[src/rtl/npc_pkg.sv]
package npc_pkg;

    localparam int OPC_W   = 6;
    localparam int BOFF_W  = 16;
    localparam int JOFF_W  = 26;
    localparam int INSN_W  = 32;

    typedef logic [OPC_W-1:0] opc_t;

    // Major opcodes that redirect control flow
    localparam opc_t OPC_BR_EQ  = 6'd17;
    localparam opc_t OPC_BR_GT  = 6'd18;
    localparam opc_t OPC_BR_GE  = 6'd19;
    localparam opc_t OPC_BR_GEU = 6'd20;
    localparam opc_t OPC_BR_GTU = 6'd21;
    localparam opc_t OPC_BR_NE  = 6'd23;
    localparam opc_t OPC_JREG   = 6'd48;
    localparam opc_t OPC_CREG   = 6'd54;
    localparam opc_t OPC_JREL   = 6'd56;
    localparam opc_t OPC_CREL   = 6'd62;

    typedef enum logic [1:0] {
        FLOW_SEQ  = 2'd0,
        FLOW_COND = 2'd1,
        FLOW_REL  = 2'd2,
        FLOW_REG  = 2'd3
    } flow_e;

    typedef enum logic [2:0] {
        CMP_EQ  = 3'd0,
        CMP_NE  = 3'd1,
        CMP_GT  = 3'd2,
        CMP_GE  = 3'd3,
        CMP_GTU = 3'd4,
        CMP_GEU = 3'd5
    } cmp_e;

    typedef struct packed {
        flow_e flow;
        cmp_e  cmp;
        logic  link;
    } flow_dec_t;

    function automatic flow_dec_t decode_opc(input opc_t opc);
        flow_dec_t d;
        d.flow = FLOW_SEQ;
        d.cmp  = CMP_EQ;
        d.link = 1'b0;
        case (opc)
            OPC_BR_EQ:  begin d.flow = FLOW_COND; d.cmp = CMP_EQ;  end
            OPC_BR_NE:  begin d.flow = FLOW_COND; d.cmp = CMP_NE;  end
            OPC_BR_GT:  begin d.flow = FLOW_COND; d.cmp = CMP_GT;  end
            OPC_BR_GE:  begin d.flow = FLOW_COND; d.cmp = CMP_GE;  end
            OPC_BR_GTU: begin d.flow = FLOW_COND; d.cmp = CMP_GTU; end
            OPC_BR_GEU: begin d.flow = FLOW_COND; d.cmp = CMP_GEU; end
            OPC_JREL:   begin d.flow = FLOW_REL; end
            OPC_CREL:   begin d.flow = FLOW_REL; d.link = 1'b1; end
            OPC_JREG:   begin d.flow = FLOW_REG; end
            OPC_CREG:   begin d.flow = FLOW_REG; d.link = 1'b1; end
            default:    d.flow = FLOW_SEQ;
        endcase
        return d;
    endfunction

endpackage

[src/rtl/npc_decode.sv]
module npc_decode
    import npc_pkg::*;
(
    input  logic [OPC_W-1:0] opc_i,
    output flow_dec_t        dec_o
);
    always_comb begin
        dec_o = decode_opc(opc_i);
    end
endmodule

[src/rtl/npc_cond.sv]
module npc_cond
    import npc_pkg::*;
#(
    parameter int XLEN = 32
) (
    input  logic [XLEN-1:0] a_i,
    input  logic [XLEN-1:0] b_i,
    input  cmp_e            cmp_i,
    output logic            hit_o
);
    logic eq, gt_s, gt_u;

    always_comb begin
        eq   = (a_i == b_i);
        gt_s = ($signed(a_i) > $signed(b_i));
        gt_u = (a_i > b_i);
        case (cmp_i)
            CMP_EQ:  hit_o = eq;
            CMP_NE:  hit_o = !eq;
            CMP_GT:  hit_o = gt_s;
            CMP_GE:  hit_o = gt_s || eq;
            CMP_GTU: hit_o = gt_u;
            CMP_GEU: hit_o = gt_u || eq;
            default: hit_o = 1'b0;
        endcase
    end

    // Equality and strict order exclude each other
    always_comb begin
        assert (!(eq && (gt_s || gt_u)));
    end
endmodule

[src/rtl/npc_target.sv]
module npc_target
    import npc_pkg::*;
#(
    parameter int XLEN = 32
) (
    input  logic [XLEN-1:0]   pc_i,
    input  logic [JOFF_W-1:0] fld_i,
    input  logic [XLEN-1:0]   ra_i,
    output logic [XLEN-1:0]   seq_o,
    output logic [XLEN-1:0]   cond_tgt_o,
    output logic [XLEN-1:0]   rel_tgt_o,
    output logic [XLEN-1:0]   reg_tgt_o
);
    localparam int BSPAN = BOFF_W + 2;
    localparam int JSPAN = JOFF_W + 2;

    logic [XLEN-1:0] boff, joff;

    always_comb begin
        boff       = {{(XLEN-BSPAN){fld_i[BOFF_W-1]}}, fld_i[BOFF_W-1:0], 2'b00};
        joff       = {{(XLEN-JSPAN){fld_i[JOFF_W-1]}}, fld_i, 2'b00};
        seq_o      = pc_i + XLEN'(4);
        cond_tgt_o = pc_i + boff;
        rel_tgt_o  = pc_i + joff;
        reg_tgt_o  = {ra_i[XLEN-1:2], 2'b00};
    end

    always_comb begin
        assert (reg_tgt_o[1:0] == 2'b00);
    end
endmodule

[src/rtl/npc_unit.sv]
module npc_unit
    import npc_pkg::*;
#(
    parameter int XLEN      = 32,
    parameter int RIDX_W    = 5,
    parameter int LINK_REG  = 29
) (
    input  logic              clk,
    input  logic              rst,
    input  logic              in_valid_i,
    input  logic [XLEN-1:0]   pc_i,
    input  logic [INSN_W-1:0] insn_i,
    input  logic [XLEN-1:0]   ra_val_i,
    input  logic [XLEN-1:0]   rb_val_i,
    output logic              out_valid_o,
    output logic [XLEN-1:0]   next_pc_o,
    output logic              taken_o,
    output logic              link_we_o,
    output logic [RIDX_W-1:0] link_idx_o,
    output logic [XLEN-1:0]   link_val_o
);
    localparam logic [RIDX_W-1:0] LINK_IDX = RIDX_W'(LINK_REG);

    flow_dec_t       dec;
    logic            cond_hit;
    logic [XLEN-1:0] seq_pc, cond_tgt, rel_tgt, reg_tgt;
    logic [XLEN-1:0] nxt_pc;
    logic            nxt_taken;

    npc_decode u_dec (
        .opc_i (insn_i[INSN_W-1 -: OPC_W]),
        .dec_o (dec)
    );

    npc_cond #(.XLEN(XLEN)) u_cond (
        .a_i   (ra_val_i),
        .b_i   (rb_val_i),
        .cmp_i (dec.cmp),
        .hit_o (cond_hit)
    );

    npc_target #(.XLEN(XLEN)) u_tgt (
        .pc_i       (pc_i),
        .fld_i      (insn_i[JOFF_W-1:0]),
        .ra_i       (ra_val_i),
        .seq_o      (seq_pc),
        .cond_tgt_o (cond_tgt),
        .rel_tgt_o  (rel_tgt),
        .reg_tgt_o  (reg_tgt)
    );

    always_comb begin
        case (dec.flow)
            FLOW_COND: begin
                nxt_taken = cond_hit;
                nxt_pc    = cond_hit ? cond_tgt : seq_pc;
            end
            FLOW_REL: begin
                nxt_taken = 1'b1;
                nxt_pc    = rel_tgt;
            end
            FLOW_REG: begin
                nxt_taken = 1'b1;
                nxt_pc    = reg_tgt;
            end
            default: begin
                nxt_taken = 1'b0;
                nxt_pc    = seq_pc;
            end
        endcase
    end

    always_ff @(posedge clk) begin
        if (rst) begin
            out_valid_o <= 1'b0;
            next_pc_o   <= '0;
            taken_o     <= 1'b0;
            link_we_o   <= 1'b0;
            link_idx_o  <= '0;
            link_val_o  <= '0;
        end else begin
            out_valid_o <= in_valid_i;
            if (in_valid_i) begin
                next_pc_o  <= nxt_pc;
                taken_o    <= nxt_taken;
                link_we_o  <= dec.link;
                link_idx_o <= dec.link ? LINK_IDX : '0;
                link_val_o <= dec.link ? seq_pc : '0;
            end else begin
                taken_o    <= 1'b0;
                link_we_o  <= 1'b0;
                link_idx_o <= '0;
                link_val_o <= '0;
            end
        end
    end

    AST_ONE_CYCLE_LATENCY: assert property (@(posedge clk) disable iff (rst)
        out_valid_o == $past(in_valid_i && !rst));
    AST_IDLE_QUIET: assert property (@(posedge clk) disable iff (rst)
        !out_valid_o |-> (!taken_o && !link_we_o));
    AST_FALLTHROUGH_SEQ: assert property (@(posedge clk) disable iff (rst)
        (out_valid_o && !taken_o) |-> (next_pc_o == $past(pc_i) + XLEN'(4)));
    AST_LINK_IMPLIES_TAKEN: assert property (@(posedge clk) disable iff (rst)
        link_we_o |-> taken_o);
    AST_LINK_RETURN_ADDR: assert property (@(posedge clk) disable iff (rst)
        link_we_o |-> (link_val_o == $past(pc_i) + XLEN'(4) && link_idx_o == LINK_IDX));
    AST_NO_LINK_CLEAN: assert property (@(posedge clk) disable iff (rst)
        !link_we_o |-> (link_idx_o == '0 && link_val_o == '0));
endmodule

[config.mk]
export PLATFORM = sky130hd
export DESIGN_NAME = npc_unit
export DESIGN_NICKNAME = d
export VERILOG_FILES = /design/src/rtl/npc_pkg.sv /design/src/rtl/npc_decode.sv /design/src/rtl/npc_cond.sv /design/src/rtl/npc_target.sv /design/src/rtl/npc_unit.sv
export SDC_FILE = /design/constraint.sdc
export NUM_CORES = 1
export LEC_CHECK = 0
export ABC_AREA = 1
export BUFFER_PORTS_ARGS = -buffer_cell sky130_fd_sc_hd__clkbuf_2
export CORE_ASPECT_RATIO = 1.1
export CORE_MARGIN = 1
export CORE_UTILIZATION = 58
export CTS_BUF_LIST = sky130_fd_sc_hd__clkbuf_8
export DETAILED_ROUTE_END_ITERATION = 10
export PLACE_DENSITY = 0.84
export SLEW_MARGIN = 0
export SYNTH_ARGS = -nofsm -noshare
export SYNTH_HDL_FRONTEND = slang
export SYNTH_HIERARCHICAL = 1
export SYNTH_SLANG_ARGS = --single-unit
[constraint.sdc]
create_clock -name clk -period 3.7 [get_ports clk]
set_input_delay 0.74 -clock clk [delete_from_list [all_inputs] [get_ports clk]]
set_output_delay 0.74 -clock clk [all_outputs]
set_load 0.02 [all_outputs]
# Word-level counts from Yosys, hierarchy flattened
# Index checks and enable logic that the tools add are counted.
[word_totals] out_inout_bits=72 ff_bits=72 input_bits=131 word_cells=51
[op_classes] magnitude_cmp=2 n_eq_ne=19 n_bitwise=2 muxes=8 reduce_logical=11 addsub=3
[ops] cell="32-bit case mux with 3 select lines" count=1
[ops] cell="32-bit adder" count=2
[ops] cell="32-bit greater-than comparator" count=2
[ops] cell="6-bit by 5-bit == test with 1-bit output, second input constant" count=6
[ops] cell="32-bit by 3-bit adder with 32-bit output, second input constant" count=1
[ops] cell="32-bit == test" count=1
[ops] cell="32-bit 2-to-1 mux" count=1
[ops] cell="6-bit == test, second input constant" count=4
[ops] cell="3-bit case mux with 5 select lines" count=1
[ops] cell="2-bit OR reduction" count=5
[ops] cell="3-bit by 2-bit == test with 1-bit output, second input constant" count=2
[ops] cell="3-bit == test, second input constant" count=2
[ops] cell="1-bit case mux with 6 select lines" count=1
[ops] cell="2-bit case mux with 3 select lines" count=1
[ops] cell="6-bit OR reduction" count=1
[ops] cell="5-bit 2-to-1 mux" count=1
[ops] cell="2-bit == test, second input constant" count=2
[ops] cell="3-bit by 1-bit == test with 1-bit output, second input constant" count=1
[ops] cell="3-bit zero test" count=1
[ops] cell="3-bit OR reduction" count=1
[ops] cell="2-bit by 1-bit == test with 1-bit output, second input constant" count=1
[ops] cell="1-bit logical OR" count=2
[ops] cell="1-bit NOT" count=2
[ops] cell="1-bit case mux with 2 select lines" count=1
[ops] cell="other kinds (2)" count=2

# Depth between registers and ports, before layout
[logic_depth] depth_word=6 depth_mapped=27 mapped_depth_nobuf=26

# By module
# Netlist, hierarchy kept.
[by_module_without_submodules] module="npc_target" cells_each=891 instances=1 area_each_um2=4521.8
[by_module_without_submodules] module="npc_unit" cells_each=565 instances=1 area_each_um2=3509.6
[by_module_without_submodules] module="npc_cond" cells_each=170 instances=1 area_each_um2=1028.5
[by_module_without_submodules] module="npc_decode" cells_each=34 instances=1 area_each_um2=165.2

# Least setup slack after synthesis
# OpenSTA, ideal clock, no wires.
[synth_path] path_kind="input -> register" startpoint="input port insn_i[30]" endpoint="register next_pc_o[1]" cell_stages=19 setup_slack_ns=0.876 required_ns=3.583 arrival_ns=2.707 path_cell_list="inv_1 > nor2_8 > inv_1 > nor4_1 > inv_1 > nor2_1 > inv_1 > nand4_1 > nand2_1 > nand2_1 > a21oi_2 > buf_2 > inv_2 > buf_2 > nand2_1 > nand3_1 > nand3_1 > nor2_1 > nor2_1"
[synth_rtl] element="from (decl)" line="npc_unit.sv:12" text="input logic [INSN_W-1:0] insn_i,"
[synth_rtl] element="to (signal assigned)" line="npc_unit.sv:84" text="next_pc_o <= nxt_pc;"
[synth_rtl] element="to (decl)" line="npc_unit.sv:16" text="output logic [XLEN-1:0] next_pc_o,"

# Worst setup path after layout
[layout_path] startpoint="input port ra_val_i[13]" endpoint="register next_pc_o[5]"
[layout_via] elab_chain_len=5 word_cells_on_any_way=9 classes_between="order compare (2); eq/ne (1); mux (3); reduce/logical (3)"
[layout_rtl] element="from (decl)" line="npc_unit.sv:13" text="input logic [XLEN-1:0] ra_val_i,"
[layout_rtl] element="32-bit greater-than comparator, or another cell as far along" line="npc_cond.sv:16" text="gt_u = (a_i > b_i);"
[layout_rtl] element="1-bit logical OR, or another cell as far along" line="npc_cond.sv:23" text="CMP_GEU: hit_o = gt_u || eq;"
[layout_rtl] element="1-bit case mux with 6 select lines (*)" line="npc_cond.sv:17" text="case (cmp_i)"
[layout_rtl] element="via cond_hit" line="npc_unit.sv:25" text="logic cond_hit;"
[layout_rtl] element="32-bit 2-to-1 mux (*)" line="npc_unit.sv:56" text="nxt_pc = cond_hit ? cond_tgt : seq_pc;"
[layout_rtl] element="32-bit case mux with 3 select lines (*)" line="npc_unit.sv:53" text="case (dec.flow)"
# The timed path passes the listed nets; every way through them passes the cells marked *.
# A chain may end at the register's enable or synchronous reset.

==> qor.yml <==
grt:
  grt_usage_pct: 36.04
  grt_pass1_vias: 9517
  antenna_found_initial: 0
  grt_pass1_wl_um: 46190
  grt_max_degree: 39
  grt_overflow_total: 0
clock_tree:
  cts_buffers: 9
  cts.repair.resized: 0
  ctsHoldBuffers: 0
  clkSinkCount: 67
  clk_root_buffer_cell: "clkbuf_8"
  cts_tree: "done"
  htreeDepth: 3
  path_clk_slew_ns: 0.09
  worstSkewPairLatency_ns: 0.37
  ctsLongestPathBuffers: 2
  post_cts_buffers: 0
synth:
  yosys.area.top_type: "nand2_1"
  yosysSeqAreaShare_pct: 14.54
  synth_compound_gate_area_share_pct: 8.043
  synth_commonest_cells: "582 x nand2_1, 276 x inv_1, 166 x nor2_1, 119 x nand3_1, 93 x a21oi_1"
  ys_warn_count: 6
  async_reset_ff_share_pct: 0
  synth-xor-area-share_pct: 4.177
  synth_top_area_share_pct: 23.68
  synth_cell_type_count: 41
  yosysMostFrequentCell: "nand2_1"
  synth_area_leaders: "nand2_1 24%, dfxtp_1 15%, inv_1 11%, ha_1 10%, nor2_1 6.8%"
  ys_seq_elements: 67
  synth-edff-count: 0
  synthMuxAreaShare_pct: 0
  syn-cell-area_um2: 9225
  synthSimpleGateAreaFrac_pct: 43.75
  synthCells: 1660
  dominantRegCellSynth: "dfxtp_1"
  avgSynthCellArea_um2: 5.557
  yosys.area_share.adder_pct: 10.39
  synth_top_family_by_area: "simple AND/OR/NAND/NOR gates"
die:
  num_rows: 47
  ioPinCount: 203
  dieArea_um2: 16410
  die_w_um: 122.2
  core_um2: 15290
  start_util_pct: 60.34
  dieHeight_um: 134.3
cells_and_area:
  seq_area_um2: 1341
  fin_util_pct: 66.37
  fin_nets: 1996
  antenna_cells: 0
  drive_above_1_share_pct: 16.50
  multi_input_area_um2: 6133
  areaGrowthSynthToFinish_pct: 9.996
  fillers: 1545
timing:
  hold-worst-slack_ns: 0.4724
  fin_crit_sh_pct: 81.64
  hold_viol: 0
  drv_slew: 0
  grt_setup_unrepaired: "false"
  min_period_ns: 3.021
  skew_ns: 0
  setup_tns_ns: 0
  fmax_ghz: 0.3310
  setup_viol: 0
critical_path:
  critical_path_arrival_ns: 3.31
  cp-start-kind: "primary input"
  crit_chain: "clkbuf_2 -> ha_1 -> a21oi_1 -> o21ai_0 -> a21oi_1 -> nand2_1 -> nand2_1 -> nand2_2 -> nand2_1 -> nand4_1 -> nand2_1 -> nand2_1 -> a21oi_2 -> buf_4 -> nand3_1 -> nand3_1 -> nand2_1 -> a21oi_1"
  crit_fanout: 30
  cp-end-kind: "flop"
  required_ns: 3.99
  r2r_end: "next_pc_o[5]$_SDFFE_PP0P_"
  crit_top_cell: "nand2_1"
  critPathLaunch: "ra_val_i[13]"
  critPathSlowestCell: "buf_4"
  rrSetupSlack_ns: 3.01
  reg2reg_from: "next_pc_o[5]$_SDFFE_PP0P_"
  cpPeakStageDelay_ns: 0.38
  reg2reg_depth: 2
  criticalPathCategory: "in2reg"
worst_hold_path:
  hold_path_depth: 2
  worstHoldEndpoint: "next_pc_o[0]$_SDFFE_PP0P_"
  min_path_type: "reg2reg"
  hp-start: "next_pc_o[0]$_SDFFE_PP0P_"
routing:
  drcViolationCount: 0
  firstDrtPassIters: 6
  routed_wl_um: 29570
  vias: 10524
  ant_nets: 0
  wire_per_inst_um: 14.86
  drt_iter0_markers: 923
  routed_via_density: 5.288
placement:
  dpl.hpwl_um: 24690
  gp_congestion: 0.9867
  portBuffers: 201
power:
  pwr_density_cell_nw_per_um2: 267.9
  vdd_ir_drop_max_mv: 0.2019
  leakagePower_uw: 0.006204
flow_run:
  cap_violations: 0
outcome:
  status: "finished clean"
==> per-layer routing <==
metal / global-route usage (%) / wire (um) / vias up
li1: - / - / 5298
met1: 41.46 / 11760 / 4699
met2: 62.36 / 14080 / 426
met3: 5.612 / 2038 / 101
met4: 21.07 / 1700 / 0
met5: 0 / 0 / -
==> worst max path at each step <==
| stage | end | slack, ns | cells after the start |
|---|---|---|---|
| floorplan | next_pc_o[1]$_SDFFE_PP0P_ | 0.88 | 19 |
| global placement | next_pc_o[23]$_SDFFE_PP0P_ | 0.44 | 22 |
| detailed placement | next_pc_o[19]$_SDFFE_PP0P_ | 0.40 | 21 |
| CTS | next_pc_o[5]$_SDFFE_PP0P_ | 0.78 | 20 |
| global route | next_pc_o[18]$_SDFFE_PP0P_ | 0.47 | 18 |
| finish | next_pc_o[5]$_SDFFE_PP0P_ | 0.68 | 18 |
==> power breakdown <==
group,internal (uW),switching [uW],total (uW),leakage [uW]
Sequential,750,15.2,765,0.000547
Clock,467,317,784,0.000126
Combinational,385,784,1170,0.00553
Total,1600,1120,2720,0.00620
==> flip-flops by register name, summed over array words and instances, names as in the netlist <==
| name | count |
|---|---|
| next_pc_o | 32 |
| out_valid_o | 1 |
| link_val_o | 32 |
| link_idx_o | 1 |
| taken_o | 1 |
==> cells by family (layout without fill, tap and decap cells) <==
group | Yosys count | after routing
simple gates | 949 | 949
buf+inv | 387 | 520
compound gates | 135 | 135
fa+ha+maj | 76 | 76
flops | 67 | 67
xor+xnor | 44 | 44
other cells | 2 | 3
==> placed cells by master, fill, tap and decap left out, types with 3 or more instances in the layout <==
cell type / count
nand2_1: 582
inv_1: 276
clkbuf_2: 201
nor2_1: 166
nand3_1: 119
a21oi_1: 93
ha_1: 75
dfxtp_1: 67
xor2_1: 29
nand4_1: 22
o21ai_0: 18
inv_2: 17
xnor2_1: 15
nand2_2: 14
nor2_2: 12
nor3_1: 12
clkbuf_8: 10
buf_4: 7
a21oi_2: 6
o21bai_1: 6
nor3_2: 5
nor2_4: 4
inv_4: 3
conb_1: 3
bufinv_16: 3
a21o_1: 3
o21a_1: 3
==> layout make-up <==
class                      count  area share, %
clock buffer                  10          1.356
inverter                     296          11.02
clock inverter                 6          1.110
multi-input combinational   1207          60.44
sequential                    67          13.22
timing repair buffer         208          10.43
tap                          196          2.417
==> per-stage QoR <==
step	worst slack [ns]	std cells	power, uW	instance area (um2)
after floorplan	0.8762	1661	1633	9229
after global placement	0.4431	1974	1911	9897
after detailed placement	0.3997	1974	1924	9897
after CTS	0.7796	1990	2709	10150
after global routing	0.4693	1990	2881	10150
final	0.6791	1990	2719	10150
==> critical path: cells and delay by family <==
kind                     cells  cell delay (ns)
AND/OR/NAND/NOR             10             0.92
AO/OA/AOI/OAI                5             0.85
buffers and inverters        2             0.48
adder cells (fa/ha/maj)      1             0.30
Note: power is estimated with default switching activity, not from simulation.
